File: src/rtl/ctr_pkg.sv
package ctr_pkg;
  // Strobes from the control decode to the count register
  typedef struct packed {
    logic clrSync;  // synchronous clear at the next edge
    logic load;     // take the parallel value
    logic inc;      // advance by one
  } ctrStrobe_t;
endpackage

File: src/rtl/ctr_ctrl.sv
module ctr_ctrl
  import ctr_pkg::*;
#(
  parameter int          CNT_W     = 4,
  parameter bit          ASYNC_CLR = 1'b1,
  parameter logic [CNT_W-1:0] MAX_VAL = CNT_W'(9)
) (
  input  logic             clrN,
  input  logic             loadN,
  input  logic             enP,
  input  logic             enT,
  input  logic [CNT_W-1:0] cnt,
  output ctrStrobe_t       strobe,
  output logic             rco
);
  logic clrReq;

  generate
    if (ASYNC_CLR) begin : g_asyncClr
      // the register handles clear itself
      assign clrReq = 1'b0;
    end else begin : g_syncClr
      assign clrReq = ~clrN;
    end
  endgenerate

  always_comb begin
    strobe.clrSync = clrReq;
    strobe.load    = ~loadN;
    strobe.inc     = enP & enT;
  end

  // Carry depends only on state and the trickle enable
  assign rco = enT && (cnt == MAX_VAL);
endmodule

File: src/rtl/ctr_dp.sv
module ctr_dp
  import ctr_pkg::*;
#(
  parameter int          CNT_W     = 4,
  parameter bit          ASYNC_CLR = 1'b1,
  parameter logic [CNT_W-1:0] MAX_VAL = CNT_W'(9)
) (
  input  logic             clk,
  input  logic             clrN,
  input  ctrStrobe_t       strobe,
  input  logic [CNT_W-1:0] dataIn,
  output logic [CNT_W-1:0] cnt
);
  logic [CNT_W-1:0] nextCnt;
  logic             atTop;

  // At or beyond the top value, the next count step wraps to zero
  assign atTop = (cnt >= MAX_VAL);

  always_comb begin
    if (strobe.clrSync)   nextCnt = '0;
    else if (strobe.load) nextCnt = dataIn;
    else if (strobe.inc)  nextCnt = atTop ? '0 : CNT_W'(cnt + 1'b1);
    else                  nextCnt = cnt;
  end

  generate
    if (ASYNC_CLR) begin : g_asyncReg
      always_ff @(posedge clk or negedge clrN) begin
        if (!clrN) cnt <= '0;
        else       cnt <= nextCnt;
      end

      AST_ASYNC_CLEAR_ZERO: assert property (@(posedge clk)
        !clrN |-> cnt == '0) else $error("async clear");
    end else begin : g_syncReg
      always_ff @(posedge clk) cnt <= nextCnt;

      AST_SYNC_CLEAR_WINS: assert property (@(posedge clk)
        strobe.clrSync |=> cnt == '0) else $error("sync clear");
    end
  endgenerate

  AST_LOAD_TAKES_DATA: assert property (@(posedge clk) disable iff (!clrN)
    strobe.load |=> cnt == $past(dataIn)) else $error("load");

  AST_STEP_UP: assert property (@(posedge clk) disable iff (!clrN)
    !strobe.load && strobe.inc && cnt < MAX_VAL |=> cnt == CNT_W'($past(cnt) + 1'b1))
    else $error("step");

  AST_HOLD_IDLE: assert property (@(posedge clk) disable iff (!clrN)
    !strobe.load && !strobe.inc |=> $stable(cnt)) else $error("hold");

  AST_WRAP_ZERO: assert property (@(posedge clk) disable iff (!clrN)
    !strobe.load && strobe.inc && cnt >= MAX_VAL |=> cnt == '0) else $error("wrap");
endmodule

File: src/rtl/lookahead_counter.sv
module lookahead_counter
  import ctr_pkg::*;
#(
  parameter int CNT_W     = 4,
  parameter bit DECADE    = 1'b1,
  parameter bit ASYNC_CLR = 1'b1
) (
  input  logic             clk,
  input  logic             clrN,
  input  logic             loadN,
  input  logic             enP,
  input  logic             enT,
  input  logic [CNT_W-1:0] dataIn,
  output logic [CNT_W-1:0] cntOut,
  output logic             rco
);
  localparam logic [CNT_W-1:0] MAX_VAL = DECADE ? CNT_W'(9) : {CNT_W{1'b1}};

  ctrStrobe_t strobe;

  ctr_ctrl #(.CNT_W(CNT_W), .ASYNC_CLR(ASYNC_CLR), .MAX_VAL(MAX_VAL)) u_ctrl (
    .clrN(clrN), .loadN(loadN), .enP(enP), .enT(enT),
    .cnt(cntOut), .strobe(strobe), .rco(rco)
  );

  ctr_dp #(.CNT_W(CNT_W), .ASYNC_CLR(ASYNC_CLR), .MAX_VAL(MAX_VAL)) u_dp (
    .clk(clk), .clrN(clrN), .strobe(strobe), .dataIn(dataIn), .cnt(cntOut)
  );

  AST_CARRY_NEEDS_ENT: assert property (@(posedge clk) disable iff (!clrN)
    !enT |-> !rco) else $error("carry without enT");

  AST_CARRY_AT_TOP: assert property (@(posedge clk) disable iff (!clrN)
    enT && cntOut == MAX_VAL |-> rco) else $error("carry missing");
endmodule

File: config.mk
export PLATFORM = sky130hd
export DESIGN_NAME = lookahead_counter
export DESIGN_NICKNAME = d
export VERILOG_FILES = /design/src/rtl/ctr_pkg.sv /design/src/rtl/ctr_ctrl.sv /design/src/rtl/ctr_dp.sv /design/src/rtl/lookahead_counter.sv
export SDC_FILE = /design/constraint.sdc
export NUM_CORES = 1
export LEC_CHECK = 0
export CORE_AREA = 2 2 39 41
export CTS_BUF_LIST = sky130_fd_sc_hd__clkbuf_16
export CTS_CLUSTER_DIAMETER = 30
export DETAILED_ROUTE_END_ITERATION = 8
export DIE_AREA = 0 0 41 43
export PLACE_DENSITY = 0.57
export SETUP_SLACK_MARGIN = 0.3
export SYNTH_ARGS = -nofsm -noshare
export SYNTH_HDL_FRONTEND = slang
export SYNTH_HIERARCHICAL = 1
export SYNTH_SLANG_ARGS = --single-unit
File: constraint.sdc
create_clock -name clk -period 1.6 [get_ports clk]
set_clock_uncertainty 0.1 [all_clocks]
set_input_delay 0.32 -clock clk [delete_from_list [all_inputs] [get_ports clk]]
set_output_delay 0.32 -clock clk [all_outputs]
set_load 0.02 [all_outputs]
Word level (Yosys, flattened, before mapping)

Index checks and enable logic that the tools add are counted.

Register bits after elaboration: 4
Logic and storage cells: 10

Magnitude comparators: 1
Mux-type cells: 3
Bitwise operators: 1
Reductions and logical operators: 1
$add $sub $neg: 1
Equality and inequality tests: 2

Operators with widths:

| cell                | number |
|---|---|
| $mux 4              | 3 |
| $add 4x1->4 const B | 1 |
| $eq 4x4->1 const B  | 1 |
| $ge 4x4->1 const B  | 1 |
| $ne 2x1->1 const B  | 1 |
| $and 1x1->1         | 1 |
| $logic_and 1x1->1   | 1 |

Logic depth before layout (Yosys ltp)

Word-level depth: 4
Gate-level depth with buffers: 5

Cells and area by module

Netlist, hierarchy kept.

By module, submodules not included:

| module   | times used | seq. area each (um2) | area each (um2) | cells an instance |
|---|---|---|---|---|
| ctr_dp   | 1          | 100.1                | 326.6           | 35 |
| ctr_ctrl | 1          | 0.0                  | 33.8            | 6 |

Least setup slack after synthesis

Ideal clock, no wire load.

Kind: flip-flop to flip-flop
Start point: register u_dp.cnt[1]
End point: register u_dp.cnt[0]
Setup slack: -225 ps
Buffers on the path: 0
Data required time: 1406 ps
Period minus slack after synthesis: 1825 ps
Cell stages (with the launch flop): 6
Arrival: 1632 ps
Setup time: 94 ps
Cells stage by stage: dfrtp_1 inv_1 ha_1 or3b_4 a211o_1 a221oi_2

Word-level cells in the longest chain between the ends: 4

Ends and longest elaborated chain:

| element                | line         | RTL |
|---|---|---|
| from (decl)            | ctr_dp.sv:12 | `output logic [CNT_W-1:0] cnt` |
| from (signal assigned) | ctr_dp.sv:31 | `else cnt <= nextCnt;` |
| $ge 4x4->1             | ctr_dp.sv:18 | `assign atTop = (cnt >= MAX_VAL);` |
| $mux 4 (2 in a row)    | ctr_dp.sv:23 | `else if (strobe.inc) nextCnt = atTop ? '0 : CNT_W'(cnt + 1'b1);` |
| $mux 4                 | ctr_dp.sv:22 | `else if (strobe.load) nextCnt = dataIn;` |

No other way between the ends. The select of a mux whose other input is x is not followed.
A chain may end at the register's enable or synchronous reset.

Final worst setup path

Same ends and word-level chain as after synthesis.

==> tab_implementation.tex <==
\begin{tabular}{lr}
\hline
Metric & Value \\
\hline
\multicolumn{2}{l}{\textbf{Run status}} \\
\quad Result of the run & complete, but fails checks \\
\quad Failing checks & negative setup slack \\
\multicolumn{2}{l}{\textbf{Synth}} \\
\quad Post-Synthesis Net Count & 53 \\
\quad Synthesized area divided by synthesized cell count & 8.79 um\^{}2 \\
\quad Primary flip-flop cell chosen by synthesis mapping & dfrtp\_1 \\
\quad Unique masters post-synth & 26 \\
\quad Post-synthesis instance area & 360 um\^{}2 \\
\quad Area share of the largest cell type after synthesis & 27.8\% \\
\quad Cell type with the highest aggregate area in the netlist & dfrtp\_1 \\
\quad Number of register bits inferred by synthesis & 4 \\
\quad Sequential-to-total area share from yosys stat & 27.8\% \\
\quad Number of enable-type register cells in the synthesized netlist & 0 \\
\quad Number of standard cells after synthesis & 41 \\
\quad Largest cells by area after synthesis & dfrtp\_1 28\%, ha\_1 10\%, inv\_1 5.2\% \\
\quad Warning count from the yosys run & 6 \\
\quad Share of flip-flops with an asynchronous set or reset & 100\% \\
\multicolumn{2}{l}{\textbf{Die}} \\
\quad Number of top-level pins & 14 \\
\quad Die area & 0.00176 mm\^{}2 \\
\quad Number of standard-cell rows in the floorplan & 14 \\
\quad Starting density of the core & 26.0\% \\
\quad Die Span Y & 43 um \\
\quad Die extent in x & 41 um \\
\quad Area of the core & 0.00138 mm\^{}2 \\
\multicolumn{2}{l}{\textbf{Run}} \\
\quad Max-Cap Viols & 0 \\
\multicolumn{2}{l}{\textbf{Global routing}} \\
\quad Number of antenna violations at the first check in global routing & 0 \\
\quad Total global-route track usage & 15.3\% \\
\quad First-pass GRT wire length & 1730 um \\
\quad Met1 global-route usage & 15.5\% \\
\quad Maximum number of pins on one net before global-route repair & 10 \\
\quad Global routing met3 resource utilization & 7.33\% \\
\quad Via count of the first global-routing pass & 424 \\
\quad Leftover overflow at the end of global routing & 0 \\
\quad Busiest grt layer & met2 \\
\quad Global-route track usage on met2 & 23.1\% \\
\multicolumn{2}{l}{\textbf{Clock tree}} \\
\quad Largest buffer count on any clock path & 2 \\
\quad Master cell of the clock root buffer & clkbuf\_16 \\
\quad Reg clk slew, reported paths & 0.03 ns \\
\quad Clk sink count & 4 \\
\quad Inserted Clock Buffers & 3 \\
\quad TritonCTS clock tree & yes \\
\quad Clock insertion delay at the later pin of the skew report & 0.22 ns \\
\quad Number of H-tree branching levels & 1 \\
\quad Number of buffers inserted for hold repair after clock tree synthesis & 0 \\
\multicolumn{2}{l}{\textbf{Timing}} \\
\quad Final slew viol count & 0 \\
\quad Final Hold Viols & 0 \\
\quad Final setup violating endpoints & 2 \\
\quad Maximum achievable frequency & 590 MHz \\
\quad RSZ-0062 raised after global routing & yes \\
\quad Minimum period implied by the final worst setup slack & 1.70 ns \\
\quad Tcrit/Tclk final & 106\% \\
\quad Least setup slack across all paths after layout & -0.0956 ns \\
\quad Hold Worst Slack & 0.205 ns \\
\multicolumn{2}{l}{\textbf{Detailed routing}} \\
\quad Remaining routing DRC violations & 0 \\
\quad Drt total wl & 1100 um \\
\quad Detailed-router iteration count before antenna repair & 2 \\
\quad Starting DRC count in detailed routing & 2 \\
\quad Average wire per cell in the routed design & 13.4 um \\
\quad Number of vias per cell & 4.89 \\
\quad Total number of vias & 401 \\
\quad Antenna violation net count after detailed routing & 0 \\
\multicolumn{2}{l}{\textbf{Layout}} \\
\quad Largest registers & u\_dp/cnt x4 \\
\quad Fraction of final layout cells sized beyond drive strength 1 & 51.5\% \\
\quad Synth-to-layout area growth & 97.2\% \\
\quad Post-route cell area & 711 um\^{}2 \\
\quad Share of the core filled with cells & 51.4\% \\
\quad \# nets final & 80 \\
\quad Largest register FFs & 4 \\
\quad \# diodes & 0 \\
\quad Register with the highest flop count & u\_dp/cnt \\
\multicolumn{2}{l}{\textbf{Critical path}} \\
\quad Highest cell delay on the worst timing path & 0.41 ns \\
\quad Startpoint Class & register \\
\quad Number of cells on the worst reg-to-reg path & 5 \\
\quad Buffers \& Inverters on Critical Path & 1 \\
\quad Cell family contributing the most delay on the critical path & compound AO/OA/AOI/OAI gates \\
\quad Signal arrival time at the worst endpoint & 1.71 ns \\
\quad Crit-path slowest cell & dfrtp\_2 \\
\quad Sort of element at the end of the critical path & register \\
\quad Worst setup path class & register to register \\
\quad Required time at the worst-slack endpoint & 1.62 ns \\
\quad Maximum fanout along the worst path & 2 \\
\quad Chain of cells forming the critical path & inv\_2, ha\_4, or3b\_4, a211o\_1, a221oi\_2 \\
\quad Cell depth of the worst setup path & 5 \\
\multicolumn{2}{l}{\textbf{Place}} \\
\quad Quantity of I/O buffers inserted on ports & 13 \\
\quad Half-perimeter wire length after detailed placement & 775 um \\
\quad Routability congestion estimate from global placement & 0.720 \\
\quad Minimum setup slack after placement & -0.411 ns \\
\quad DP Area & 572 um\^{}2 \\
\multicolumn{2}{l}{\textbf{Power}} \\
\quad Power density of the placed cells & 910 mW/mm\^{}2 \\
\quad Max rail drop VDD & 0.580 mV \\
\quad LEAKAGE & 0.000304 uW \\
\multicolumn{2}{l}{\textbf{Hold path}} \\
\quad Path category of the worst min-delay check & input port to async pin \\
\hline
\end{tabular}
==> synth_stat cells (2+ instances only) <==
master,instances
nand4b_1,2
ha_1,3
inv_1,5
nor4b_1,2
dfrtp_1,4
a21oi_1,3
nand2_1,3
==> placed cells by master, fill, tap and decap left out <==
| cell | Yosys | layout |
|---|---|---|
| a21oi_1 | 3 | 3 |
| nand3b_1 | 1 | 1 |
| nor4b_2 | 0 | 2 |
| ha_2 | 0 | 1 |
| dfrtp_2 | 0 | 2 |
| a31oi_1 | 1 | 1 |
| clkdlybuf4s50_1 | 0 | 7 |
| o21ai_0 | 1 | 1 |
| or3b_2 | 1 | 1 |
| ha_4 | 0 | 2 |
| nand2_1 | 3 | 2 |
| dfrtp_1 | 4 | 2 |
| clkbuf_2 | 0 | 1 |
| nand2_2 | 0 | 1 |
| o2bb2ai_2 | 0 | 1 |
| nor3b_1 | 1 | 1 |
| inv_1 | 5 | 3 |
| conb_1 | 1 | 1 |
| nand2b_1 | 1 | 1 |
| dlymetal6s2s_1 | 0 | 1 |
| a221oi_2 | 1 | 1 |
| nand4b_1 | 2 | 2 |
| a211o_1 | 1 | 1 |
| buf_4 | 1 | 11 |
| buf_6 | 0 | 4 |
| clkbuf_16 | 0 | 3 |
| or3_1 | 1 | 1 |
| inv_2 | 0 | 2 |
| nand2b_2 | 1 | 1 |
| nor2_1 | 1 | 1 |
| or3b_4 | 1 | 1 |
| and2_1 | 1 | 1 |
| a2111o_1 | 1 | 1 |
| nor4_1 | 1 | 1 |
==> kinds of logic (layout without fill, tap and decap cells) <==
kind of cell / count (synthesis) / count (layout) / share of synthesized area [%]
AND/OR/NAND/NOR: 17 / 17 / 33.0
other: 1 / 1 / 1.04
buffers and inverters: 7 / 32 / 8.33
AO/OA/AOI/OAI: 9 / 9 / 19.4
adder cells (fa/ha/maj): 3 / 3 / 10.4
flip-flops: 4 / 4 / 27.8
==> final cells by class <==
| type | count | area [um^2] |
|---|---|---|
| Fill cell | 133 | 673 |
| Multi-Input combinational cell | 30 | 279 |
| Timing Repair Buffer | 24 | 215 |
| Sequential cell | 4 | 103 |
| Clock buffer | 3 | 75.1 |
| Tap cell | 16 | 20.0 |
| Inverter | 5 | 18.8 |
==> final timing paths <==
kind                                         start                      end  slack (ns)
max                        u_dp/cnt[1]$_DFFE_PN0P_  u_dp/cnt[0]$_DFFE_PN0P_        -0.1
min                                           clrN  u_dp/cnt[2]$_DFFE_PN0P_        0.21
max reg2reg                u_dp/cnt[1]$_DFFE_PN0P_  u_dp/cnt[0]$_DFFE_PN0P_        -0.1
min reg2reg                u_dp/cnt[2]$_DFFE_PN0P_  u_dp/cnt[2]$_DFFE_PN0P_        0.63
max in group asynchronous                     clrN  u_dp/cnt[0]$_DFFE_PN0P_        1.00
min in group clk                         dataIn[0]  u_dp/cnt[0]$_DFFE_PN0P_        0.58
==> metrics by stage <==
stage | std cells | total power [uW] | TNS (ns)
after detailed placement | 77 | 244 | -1.02
after CTS | 82 | 653 | -0.144
final | 82 | 646 | -0.124
after global routing | 82 | 683 | -0.260
after global placement | 77 | 243 | -0.945
after floorplan | 41 | 175 | -0.109
==> routing by layer <==
metal	vias up	wire length, um
met3	6	93
li1	198	-
met5	-	0
met4	0	59
met1	180	421
met2	17	525
==> what timing repair did <==
item / 4_1_cts / 5_1_grt
buffers inserted: 2 / 0
hold endpoints to repair: 0 / 0
endpoints found under the setup margin: 9 / 8
pin swaps: 2 / 3
resized for setup: 33 / 3
==> power by group <==
part           switching (uW)  internal (uW)  total (uW)
clock                    63.8            319         383
combinational            66.0           81.9         148
sequential               6.74            109         116
total                     137            510         646
Note: power is estimated with default switching activity, not from simulation.
